[src/rtl/rfe_pkg.sv]
package rfe_pkg;
  typedef enum logic [2:0] {W_IDLE, W_DREQ, W_DWAIT, W_EVAL, W_PREQ, W_PWAIT} walk_st_t;

  localparam logic [2:0] SEL_DESC  = 3'd0;
  localparam logic [2:0] SEL_STAT  = 3'd1;
  localparam logic [2:0] SEL_ISTAT = 3'd2;
  localparam logic [2:0] SEL_IEN   = 3'd3;
  localparam logic [2:0] SEL_INFO  = 3'd4;

  localparam int LB_DONE = 1;
  localparam int LB_ERR  = 2;
  localparam int LB_FILL = 7;
  localparam logic [7:0] IEN_RESET = 8'h7E;

  function automatic logic aligned16(input logic [31:0] a);
    return a[3:0] == 4'h0;
  endfunction

  function automatic logic rect_bad(input logic [7:0] ax0, input logic [7:0] ay0,
                                    input logic [7:0] ax1, input logic [7:0] ay1);
    return (ax1 < ax0) || (ay1 < ay0);
  endfunction
endpackage

[src/rtl/rfe_walker.sv]
module rfe_walker
  import rfe_pkg::*;
#(
  parameter int CW = 8,
  parameter int TW = 4
)(
  input  logic          clk,
  input  logic          rst_n,
  input  logic          start,
  input  logic [31:0]   start_addr,
  input  logic          cancel,
  output logic          mem_req,
  output logic [31:0]   mem_addr,
  input  logic          mem_rvalid,
  input  logic [31:0]   mem_rdata,
  output logic          tbl_we,
  output logic [TW-1:0] tbl_id,
  output logic [CW-1:0] tbl_x,
  output logic [CW-1:0] tbl_y,
  output logic [31:0]   tbl_data,
  output logic          busy,
  output logic          ev_fill,
  output logic          ev_done,
  output logic          ev_err
);
  localparam logic [CW-1:0] ONE = {{(CW-1){1'b0}}, 1'b1};

  walk_st_t st;
  logic [31:0] cur, nxt, dptr, daddr;
  logic [CW-1:0] x0, y0, x1, y1, cx, cy;
  logic go;
  logic [TW-1:0] tid;
  logic [1:0] widx;

  // named internal events
  wire word_in   = (st == W_PWAIT) && mem_rvalid;
  wire last_col  = (cx == x1);
  wire last_row  = (cy == y1);
  wire rect_end  = word_in && last_col && last_row;
  wire desc_bad  = rect_bad(8'(x0), 8'(y0), 8'(x1), 8'(y1)) ||
                   (go && !aligned16(dptr)) || !aligned16(nxt);
  wire eval_skip = (st == W_EVAL) && !desc_bad && !go;
  wire bad_start = (st == W_IDLE) && start && !aligned16(start_addr);

  assign ev_fill  = !cancel && (rect_end || eval_skip);
  assign ev_done  = ev_fill && (nxt == 32'd0);
  assign ev_err   = !cancel && (bad_start || ((st == W_EVAL) && desc_bad));
  assign busy     = (st != W_IDLE);
  assign mem_req  = (st == W_DREQ) || (st == W_PREQ);
  assign mem_addr = (st == W_PREQ) ? daddr : cur + {28'd0, widx, 2'b00};

  always_ff @(posedge clk or negedge rst_n) begin
    if (!rst_n) begin
      st <= W_IDLE; cur <= '0; nxt <= '0; dptr <= '0; daddr <= '0;
      x0 <= '0; y0 <= '0; x1 <= '0; y1 <= '0; cx <= '0; cy <= '0;
      go <= 1'b0; tid <= '0; widx <= '0;
      tbl_we <= 1'b0; tbl_id <= '0; tbl_x <= '0; tbl_y <= '0; tbl_data <= '0;
    end else begin
      tbl_we <= 1'b0;
      if (cancel) begin
        st <= W_IDLE;
      end else begin
        unique case (st)
          W_IDLE: if (start && aligned16(start_addr)) begin
            cur <= start_addr; widx <= 2'd0; st <= W_DREQ;
          end
          W_DREQ: st <= W_DWAIT;
          W_DWAIT: if (mem_rvalid) begin
            case (widx)
              2'd0: nxt <= mem_rdata;
              2'd1: begin
                x0 <= mem_rdata[CW-1:0];    y0 <= mem_rdata[8+:CW];
                x1 <= mem_rdata[16+:CW];    y1 <= mem_rdata[24+:CW];
              end
              2'd2: begin go <= mem_rdata[0]; tid <= mem_rdata[4+:TW]; end
              default: dptr <= mem_rdata;
            endcase
            if (widx == 2'd3) st <= W_EVAL;
            else begin widx <= widx + 2'd1; st <= W_DREQ; end
          end
          W_EVAL: begin
            if (desc_bad) st <= W_IDLE;
            else if (go) begin
              cx <= x0; cy <= y0; daddr <= dptr; st <= W_PREQ;
            end else if (nxt == 32'd0) st <= W_IDLE;
            else begin cur <= nxt; widx <= 2'd0; st <= W_DREQ; end
          end
          W_PREQ: st <= W_PWAIT;
          W_PWAIT: if (mem_rvalid) begin
            tbl_we <= 1'b1; tbl_x <= cx; tbl_y <= cy;
            tbl_data <= mem_rdata; tbl_id <= tid;
            daddr <= daddr + 32'd4;
            if (last_col) begin
              cx <= x0;
              if (last_row) begin
                if (nxt == 32'd0) st <= W_IDLE;
                else begin cur <= nxt; widx <= 2'd0; st <= W_DREQ; end
              end else begin
                cy <= cy + ONE; st <= W_PREQ;
              end
            end else begin
              cx <= cx + ONE; st <= W_PREQ;
            end
          end
          default: st <= W_IDLE;
        endcase
      end
    end
  end

  assert_write_in_rect_R4: assert property (@(posedge clk) disable iff (!rst_n)
    tbl_we |-> (tbl_x >= x0 && tbl_x <= x1 && tbl_y >= y0 && tbl_y <= y1));
  assert_one_outstanding_R12: assert property (@(posedge clk) disable iff (!rst_n)
    mem_req |=> !mem_req);
  assert_write_follows_word_R12: assert property (@(posedge clk) disable iff (!rst_n)
    (word_in && !cancel) |=> tbl_we);
  assert_done_idle_R5: assert property (@(posedge clk) disable iff (!rst_n)
    ev_done |=> !busy);
  assert_err_idle_R9: assert property (@(posedge clk) disable iff (!rst_n)
    ev_err |=> !busy);
  assert_cancel_quiet_R10: assert property (@(posedge clk) disable iff (!rst_n)
    cancel |=> (!busy && !tbl_we));
endmodule

[src/rtl/rfe_regs.sv]
module rfe_regs
  import rfe_pkg::*;
#(
  parameter int ENGINES = 1,
  parameter int TABLES  = 2
)(
  input  logic        clk,
  input  logic        rst_n,
  input  logic        reg_wr,
  input  logic [2:0]  reg_sel,
  input  logic [31:0] reg_wdata,
  output logic [31:0] reg_rdata,
  output logic        irq,
  input  logic        busy,
  input  logic        ev_fill,
  input  logic        ev_done,
  input  logic        ev_err,
  output logic        start,
  output logic        cancel
);
  localparam int LW = 8 * ENGINES;

  logic [LW-1:0] istat, ien;
  logic          err_flag;

  wire desc_wr = reg_wr && (reg_sel == SEL_DESC);
  assign cancel = desc_wr && (reg_wdata == 32'd0);
  assign start  = desc_wr && (reg_wdata != 32'd0) && !busy;

  logic [LW-1:0] ev_set, ack;
  always_comb begin
    ev_set = '0;
    ev_set[LB_DONE] = ev_done;
    ev_set[LB_ERR]  = ev_err;
    ev_set[LB_FILL] = ev_fill;
    ack = (reg_wr && reg_sel == SEL_ISTAT) ? reg_wdata[LW-1:0] : '0;
  end

  always_ff @(posedge clk or negedge rst_n) begin
    if (!rst_n) begin
      istat <= '0;
      ien <= {ENGINES{IEN_RESET}};
      err_flag <= 1'b0;
    end else begin
      istat <= (istat & ~ack) | ev_set;
      if (reg_wr && reg_sel == SEL_IEN) ien <= reg_wdata[LW-1:0];
      if (ev_err) err_flag <= 1'b1;
      else if (cancel || start) err_flag <= 1'b0;
    end
  end

  assign irq = |(istat & ien);

  always_comb begin
    case (reg_sel)
      SEL_STAT:  reg_rdata = {30'd0, err_flag, !busy};
      SEL_ISTAT: reg_rdata = 32'(istat);
      SEL_IEN:   reg_rdata = 32'(ien);
      SEL_INFO:  reg_rdata = {3'd0, 5'(ENGINES), 3'd0, 5'(TABLES), 16'd0};
      default:   reg_rdata = 32'd0;
    endcase
  end

  assert_err_latched_R9: assert property (@(posedge clk) disable iff (!rst_n)
    ev_err |=> (istat[LB_ERR] && err_flag));
  assert_done_source_R7: assert property (@(posedge clk) disable iff (!rst_n)
    $rose(istat[LB_DONE]) |-> $past(ev_done));
  assert_ack_clears_R8: assert property (@(posedge clk) disable iff (!rst_n)
    (reg_wr && reg_sel == SEL_ISTAT && reg_wdata[LB_DONE] && !ev_done) |=> !istat[LB_DONE]);
endmodule

[src/rtl/ptab_refill.sv]
module ptab_refill
  import rfe_pkg::*;
#(
  parameter int TABLES = 2,
  parameter int CW     = 8,
  parameter int TW     = 4
)(
  input  logic          clk,
  input  logic          rst_n,
  input  logic          reg_wr,
  input  logic [2:0]    reg_sel,
  input  logic [31:0]   reg_wdata,
  output logic [31:0]   reg_rdata,
  output logic          irq,
  output logic          mem_req,
  output logic [31:0]   mem_addr,
  input  logic          mem_rvalid,
  input  logic [31:0]   mem_rdata,
  output logic          tbl_we,
  output logic [TW-1:0] tbl_id,
  output logic [CW-1:0] tbl_x,
  output logic [CW-1:0] tbl_y,
  output logic [31:0]   tbl_data
);
  // coordinates sit in byte lanes of the corner word, so CW <= 8 and TW <= 4
  localparam int ENGINES = 1;

  logic busy, ev_fill, ev_done, ev_err, start, cancel;

  rfe_regs #(.ENGINES(ENGINES), .TABLES(TABLES)) u_regs (
    .clk(clk), .rst_n(rst_n), .reg_wr(reg_wr), .reg_sel(reg_sel),
    .reg_wdata(reg_wdata), .reg_rdata(reg_rdata), .irq(irq), .busy(busy),
    .ev_fill(ev_fill), .ev_done(ev_done), .ev_err(ev_err),
    .start(start), .cancel(cancel)
  );

  rfe_walker #(.CW(CW), .TW(TW)) u_walk (
    .clk(clk), .rst_n(rst_n), .start(start), .start_addr(reg_wdata),
    .cancel(cancel), .mem_req(mem_req), .mem_addr(mem_addr),
    .mem_rvalid(mem_rvalid), .mem_rdata(mem_rdata), .tbl_we(tbl_we),
    .tbl_id(tbl_id), .tbl_x(tbl_x), .tbl_y(tbl_y), .tbl_data(tbl_data),
    .busy(busy), .ev_fill(ev_fill), .ev_done(ev_done), .ev_err(ev_err)
  );
endmodule

[config.mk]
export PLATFORM = sky130hd
export DESIGN_NAME = ptab_refill
export DESIGN_NICKNAME = d
export VERILOG_FILES = /design/src/rtl/rfe_pkg.sv /design/src/rtl/rfe_walker.sv /design/src/rtl/rfe_regs.sv /design/src/rtl/ptab_refill.sv
export SDC_FILE = /design/constraint.sdc
export NUM_CORES = 1
export LEC_CHECK = 0
export CELL_PAD_IN_SITES_DETAIL_PLACEMENT = 1
export CELL_PAD_IN_SITES_GLOBAL_PLACEMENT = 2
export CORE_MARGIN = 3
export CORE_UTILIZATION = 35
export DETAILED_ROUTE_END_ITERATION = 8
export PLACE_DENSITY_LB_ADDON = 0.25
export SLEW_MARGIN = 20
export SYNTH_ARGS = -nofsm -noshare
export SYNTH_HDL_FRONTEND = slang
export SYNTH_SLANG_ARGS = --single-unit
[constraint.sdc]
create_clock -name clk -period 3.35 [get_ports clk]
set_input_delay 0.67 -clock clk [delete_from_list [all_inputs] [get_ports clk]]
set_output_delay 0.67 -clock clk [all_outputs]
set_load 0.02 [all_outputs]
After elaboration in Yosys (flattened, before gate mapping)
Cells that the tools add are included.
{"block": "word_totals", "regBits": 256, "input_bits": 71, "out_inout_bits": 119, "elab_cells": 173}
{"block": "classes", "addsub": 5, "magnitude_cmp": 2, "n_eq_ne": 27, "mux": 52, "bitwise_logic": 6, "n_reduce_logical": 59}
{"cell": "two-way mux 32 bit", "n": 11}
{"cell": "one-hot mux 25 bit (4 select lines)", "n": 1}
{"cell": "one-hot mux 32 bit (3 select lines)", "n": 1}
{"cell": "two-way mux 8 bit", "n": 10}
{"cell": "logical NOT 32 bit", "n": 2}
{"cell": "one-hot mux 32 bit (2 select lines)", "n": 1}
{"cell": "adder 32 x 3 -> 32 bit, second input constant", "n": 1}
{"cell": "adder 32 x 4 -> 32 bit", "n": 1}
{"cell": "one-hot mux 8 bit (2 select lines)", "n": 2}
{"cell": "nonzero test 32 bit", "n": 1}
{"cell": "two-way mux 3 bit", "n": 8}
{"cell": "two-way mux 2 bit", "n": 10}
{"cell": "logical AND 1 bit", "n": 19}
{"cell": "one-hot mux 3 bit (6 select lines)", "n": 1}
{"cell": "adder 8 x 1 -> 8 bit, second input constant", "n": 2}
{"cell": "bitwise AND 8 bit", "n": 2}
{"cell": "equality test 8 bit", "n": 2}
{"cell": "less-than comparator 8 bit", "n": 2}
{"cell": "AND reduction 4 bit", "n": 4}
{"cell": "inequality test 2 bit, second input constant", "n": 7}
{"cell": "equality test 3 x 2 -> 1 bit, second input constant", "n": 4}
{"cell": "logical NOT 4 bit", "n": 3}
{"cell": "AND reduction 10 bit", "n": 1}
{"cell": "equality test 3 bit, second input constant", "n": 3}
{"cell": "other kinds (24)", "n": 52}

Logic depth before layout (Yosys ltp)
{"block": "logic_depth", "ltp_word": 12, "mapped_depth": 12}

Hierarchy
From an unflattened synthesis, not the netlist that was laid out.
{"block": "unflattened", "cells_unflattened": 1305, "hier_area_um2": 13551.7}
{"module": "rfe_walker", "instances": 1, "cells_each": 1196, "area_per_inst_um2": 12445.7, "seq_area_each_um2": 5980.7}
{"module": "rfe_regs", "instances": 1, "cells_each": 109, "area_per_inst_um2": 1106.1, "seq_area_each_um2": 432.9}

Worst setup path after synthesis
OpenSTA, ideal clock, no wires.
{"block": "synth_path", "path_kind": "flip-flop to output port", "start": "register u_walk.widx[0]", "end": "output port mem_addr[28]", "arrival_time_ns": 2.662, "t_required_ns": 2.680, "slack_ns": 0.018, "stages_incl_launch_ff": 11, "path_cell_list": "dfrtp_1 -> ha_1 -> inv_1 -> fa_1 -> nand3b_1 -> nor3_1 -> nand2_1 -> nor2_1 -> nand3_1 -> xor2_1 -> o21ai_0"}
{"block": "synth_via", "elab_chain_cells": 2}
{"element": "from (decl)", "line": "rfe_walker.sv:33", "rtl": "logic [1:0] widx;"}
{"element": "from (signal assigned)", "line": "rfe_walker.sv:56", "rtl": "go <= 1'b0; tid <= '0; widx <= '0;"}
{"element": "from (signal assigned)", "line": "rfe_walker.sv:65", "rtl": "cur <= start_addr; widx <= 2'd0; st <= W_DREQ;"}
{"element": "from (signal assigned)", "line": "rfe_walker.sv:79", "rtl": "else begin widx <= widx + 2'd1; st <= W_DREQ; end"}
{"element": "adder 32 x 4 -> 32 bit", "line": "rfe_walker.sv:50", "rtl": "assign mem_addr = (st == W_PREQ) ? daddr : cur + {28'd0, widx, 2'b00};"}
{"element": "two-way mux 32 bit", "line": "rfe_walker.sv:50"}
{"element": "to (decl)", "line": "ptab_refill.sv:16", "rtl": "output logic [31:0] mem_addr,"}
No other way between the ends.

Worst setup path after layout
{"block": "layout_path", "start": "register u_walk.widx[0]", "end": "output port mem_addr[30]"}
The elaborated chain is that of the path after synthesis.

==> flow_metrics.env <==
export IMPL_die_h_um=201
export IMPL_crit_top_cell="buf_4"
export IMPL_rsz0062_at_grt="true"
export IMPL_violations="setup timing"
export IMPL_clockPowerShare_pct=25.1
export IMPL_vias_per_cell=5.29
export IMPL_final_util_pct=45.6
export IMPL_ant_nets=0
export IMPL_synth_edf_count=0
export IMPL_maxCapViolations=0
export IMPL_seqPwrFrac_pct=40.7
export IMPL_ys_flop_type="dfrtp_1"
export IMPL_synthToLayoutAreaGrowth_pct=27.3
export IMPL_insertedDiodeCount=0
export IMPL_tightest_slew_ps=878
export IMPL_hold_viol=0
export IMPL_r2r_cells=9
export IMPL_io_pin_count=190
export IMPL_core_area_um2=37000
export IMPL_port_buffers=167
export IMPL_crit_type="flip-flop to output port"
export IMPL_synth_cell_types=70
export IMPL_drt_iter0_drc=539
export IMPL_clock_latency_ps=540
export IMPL_power_internal_uw=8300
export IMPL_reg2reg_to="u_walk.cur[29]"
export IMPL_first_global_vias=11200
export IMPL_clkSinkCount=256
export IMPL_vias=10700
export IMPL_path_cells="ha_2, inv_2, fa_2, nand3b_1, nor3_2, buf_4, nand2_4, nor2_4, buf_6, nand3_2, xor2_1, o21ai_1, buf_4"
export IMPL_cts_clk_slew_worst_paths_ps=60
export IMPL_grt_use_total_pct=21.4
export IMPL_fin_skew_ps=11.1
export IMPL_routedWlPerCell_um=21.7
export IMPL_maxSlewViolCount=0
export IMPL_crit_arrival_ps=2810
export IMPL_syn_area_um2=13200
export IMPL_syn_instance_count=1289
export IMPL_path_max_fanout=4
export IMPL_outcome="finished, violations left"
export IMPL_nets=1592
export IMPL_cts_buffers=29
export IMPL_reg2reg_from="u_walk.y1[7]"
export IMPL_final_cell_mix="250 x dfrtp_1, 242 x nand2_1, 145 x mux2_2, 139 x clkdlybuf4s50_1, 74 x buf_4"
export IMPL_worstSetupStartpoint="u_walk.widx[0]"
export IMPL_power_density_nw_per_um2=758
export IMPL_worst_slack_ps=-133
export IMPL_first_pass_iters=6
export IMPL_cts_root_buffer="clkbuf_16"
export IMPL_netSwitchingPower_uw=4480
export IMPL_place_gp_congestion=0.817
export IMPL_vdd_ir_drop_max_mv=0.397
export IMPL_antenna_found_initial=4
export IMPL_slowest_stage="dfrtp_1"
export IMPL_p_sw_share_pct=35.1
export IMPL_fin_crit_sh_pct=104
export IMPL_place_hpwl_um=32000
export IMPL_max_freq_mhz=287
export IMPL_maxSlewHeadroom_pct=41.0
export IMPL_cts_max_level=1
export IMPL_power_leakage_uw=0.00755
export IMPL_yosysWarnings=0
export IMPL_placed_cells=1967
export IMPL_critPathMaxStageDelay_ps=370
export IMPL_combPwrFrac_pct=34.3
export IMPL_drc=0
export IMPL_stdcell_count=2022
export IMPL_r2r_slack_ps=230
export IMPL_drt_wl_total_um=43900
export IMPL_ys_seq_area_share_pct=48.4
export IMPL_grt_max_degree=90
export IMPL_grt_overflow_total=0
export IMPL_tritoncts="built"
export IMPL_avgSynthCellArea_um2=10.3
export IMPL_hold_buffers=0
export IMPL_drive_above_1_share_pct=23.1
export IMPL_clockBufferDepth=3
export IMPL_setup_violations=13
export IMPL_synthArstFlopShare_pct=100
export IMPL_fin_crit_ps=3480
export IMPL_start_util_pct=35.8
export IMPL_die_w_um=201
export IMPL_synth_seq_cells=256
export IMPL_layout_commonest_cell="dfrtp_1"
export IMPL_die_area_um2=40200
export IMPL_row_count=70
export IMPL_start_kind="flip-flop"
export IMPL_crit_path_end_kind="output port"
export IMPL_required_ps=2680
export IMPL_hold_path_class="input pin to asynchronous set/reset pin"
export IMPL_grt_pass1_wl_um=68700
## kinds of logic after synthesis
logic type,after synthesis,synth area share [%]
and+or+nand+nor,452,15.6
DFF,256,48.4
AOI/OAI and AO/OA,201,9.43
muxes,193,17.0
buffers and inverters,117,4.27
xor gates and xnor gates,45,2.98
adders and majority gates,24,2.32
other,1,0.0283
## worst max-delay path by stage
stage                     slack (ps)      endpoint
after floorplan                   20  mem_addr[28]
after global placement          -170  mem_addr[28]
after detailed placement        -200  mem_addr[26]
after CTS                       -180  mem_addr[28]
after global routing            -290  mem_addr[30]
final                           -130  mem_addr[30]
## power by group through the flow
stage          registers, µW  logic, µW  clock network (µW)
3_5_place_dp            5200       4460                   0
4_1_cts                 5180       4410                3280
6_report                5200       4380                3200
2_1_floorplan           4860       2820                   0
3_3_place_gp            5170       4340                   0
5_1_grt                 5330       4800                3420
## through the flow
stage | TNS [ps] | total power [µW] | setup WS [ps] | area, µm² | hold slack [ps]
3_3_place_gp | -656 | 9510 | -167 | 15900 | 444
4_1_cts | -1720 | 12900 | -179 | 16800 | 159
6_report | -1070 | 12800 | -133 | 16900 | 136
3_5_place_dp | -1150 | 9670 | -196 | 15900 | 459
5_1_grt | -3130 | 13500 | -292 | 16900 | 178
2_1_floorplan | 0 | 7680 | 17.8 | 13300 | 374
## layout make-up
type / count / area (µm²)
clock buffer: 41 / 811
clock inverter: 11 / 134
fill: 4113 / 20100
inverter: 28 / 105
multi-input combinational: 937 / 6440
sequential: 256 / 6410
tap: 504 / 631
timing repair buffer: 245 / 2320
## synthesized netlist by cell type, drive strengths merged, types with 2 or more instances
| master | n | area share (%) |
|---|---|---|
| and3 | 26 | 1.2 |
| a211o | 2 | 0.13 |
| nor2b | 5 | 0.24 |
| o22a | 4 | 0.26 |
| dfstp | 6 | 1.2 |
| dfrtp | 250 | 47 |
| xnor2 | 19 | 1.3 |
| o21a | 3 | 0.17 |
| and4 | 5 | 0.33 |
| buf | 47 | 2.3 |
| mux2i | 20 | 1.5 |
| o21ai | 65 | 2.5 |
| a21o | 5 | 0.28 |
| a41oi | 2 | 0.13 |
| a21boi | 5 | 0.28 |
| o211ai | 2 | 0.11 |
| o221a | 3 | 0.26 |
| nand2b | 5 | 0.24 |
| nand2 | 244 | 6.9 |
| o22ai | 14 | 0.66 |
| a221o | 2 | 0.15 |
| nor2 | 57 | 1.6 |
| a211oi | 3 | 0.17 |
| a31oi | 7 | 0.33 |
| nor3b | 2 | 0.11 |
| mux2 | 173 | 15 |
| ha | 23 | 2.2 |
| a2bb2oi | 8 | 0.53 |
| nand3b | 2 | 0.11 |
| nor3 | 16 | 0.60 |
| a22oi | 8 | 0.45 |
| clkbuf | 42 | 1.2 |
| nor4 | 21 | 1.1 |
| and2 | 6 | 0.28 |
| nand4 | 18 | 0.85 |
| xor2 | 26 | 1.7 |
| inv | 28 | 0.79 |
| a21oi | 53 | 2.0 |
| nand3 | 38 | 1.5 |
| o31a | 2 | 0.13 |
| a22o | 3 | 0.20 |
| o32ai | 2 | 0.13 |
## critical path, delay by kind of cell, from the launching register on
family | cells | cell delay, ps
AND/OR/NAND/NOR | 5 | 590
adder cells (fa/ha/maj) | 2 | 530
buffers and inverters | 4 | 490
flip-flops | 1 | 370
XOR/XNOR | 1 | 150
AO/OA/AOI/OAI | 1 | 140
## sequential cells by signal, indices dropped and copies added, names as in the netlist
signal           cells
u_walk.cur          32
u_walk.daddr        32
u_walk.dptr         32
u_walk.nxt          32
u_walk.tbl_data     32
u_regs.ien           8
u_regs.istat         8
u_walk.cx            8
u_walk.cy            8
u_walk.tbl_x         8
u_walk.tbl_y         8
u_walk.x0            8
u_walk.x1            8
u_walk.y0            8
u_walk.y1            8
u_walk.tbl_id        4
u_walk.tid           4
u_walk.st            3
u_walk.widx          2
u_regs.err_flag      1
u_walk.go            1
u_walk.tbl_we        1
## per-layer routing
layer | share of wire (%) | vias up | wire length (µm) | GRT usage, %
met5 | 0 | - | 0 | 0
met1 | 48 | 5515 | 21200 | 31.3
li1 | - | 4925 | - | -
met4 | 2.0 | 0 | 870 | 4.52
met2 | 46 | 207 | 20200 | 34.5
met3 | 3.5 | 47 | 1540 | 2.43
## timing repair
item / in CTS / in global routing
gates resized for setup: 141 / 14
setup buffers: 3 / 2
pin swaps: 9 / 6
endpoints found under the setup margin: 27 / 21
No activity file was read; power rests on OpenSTA's default activity.
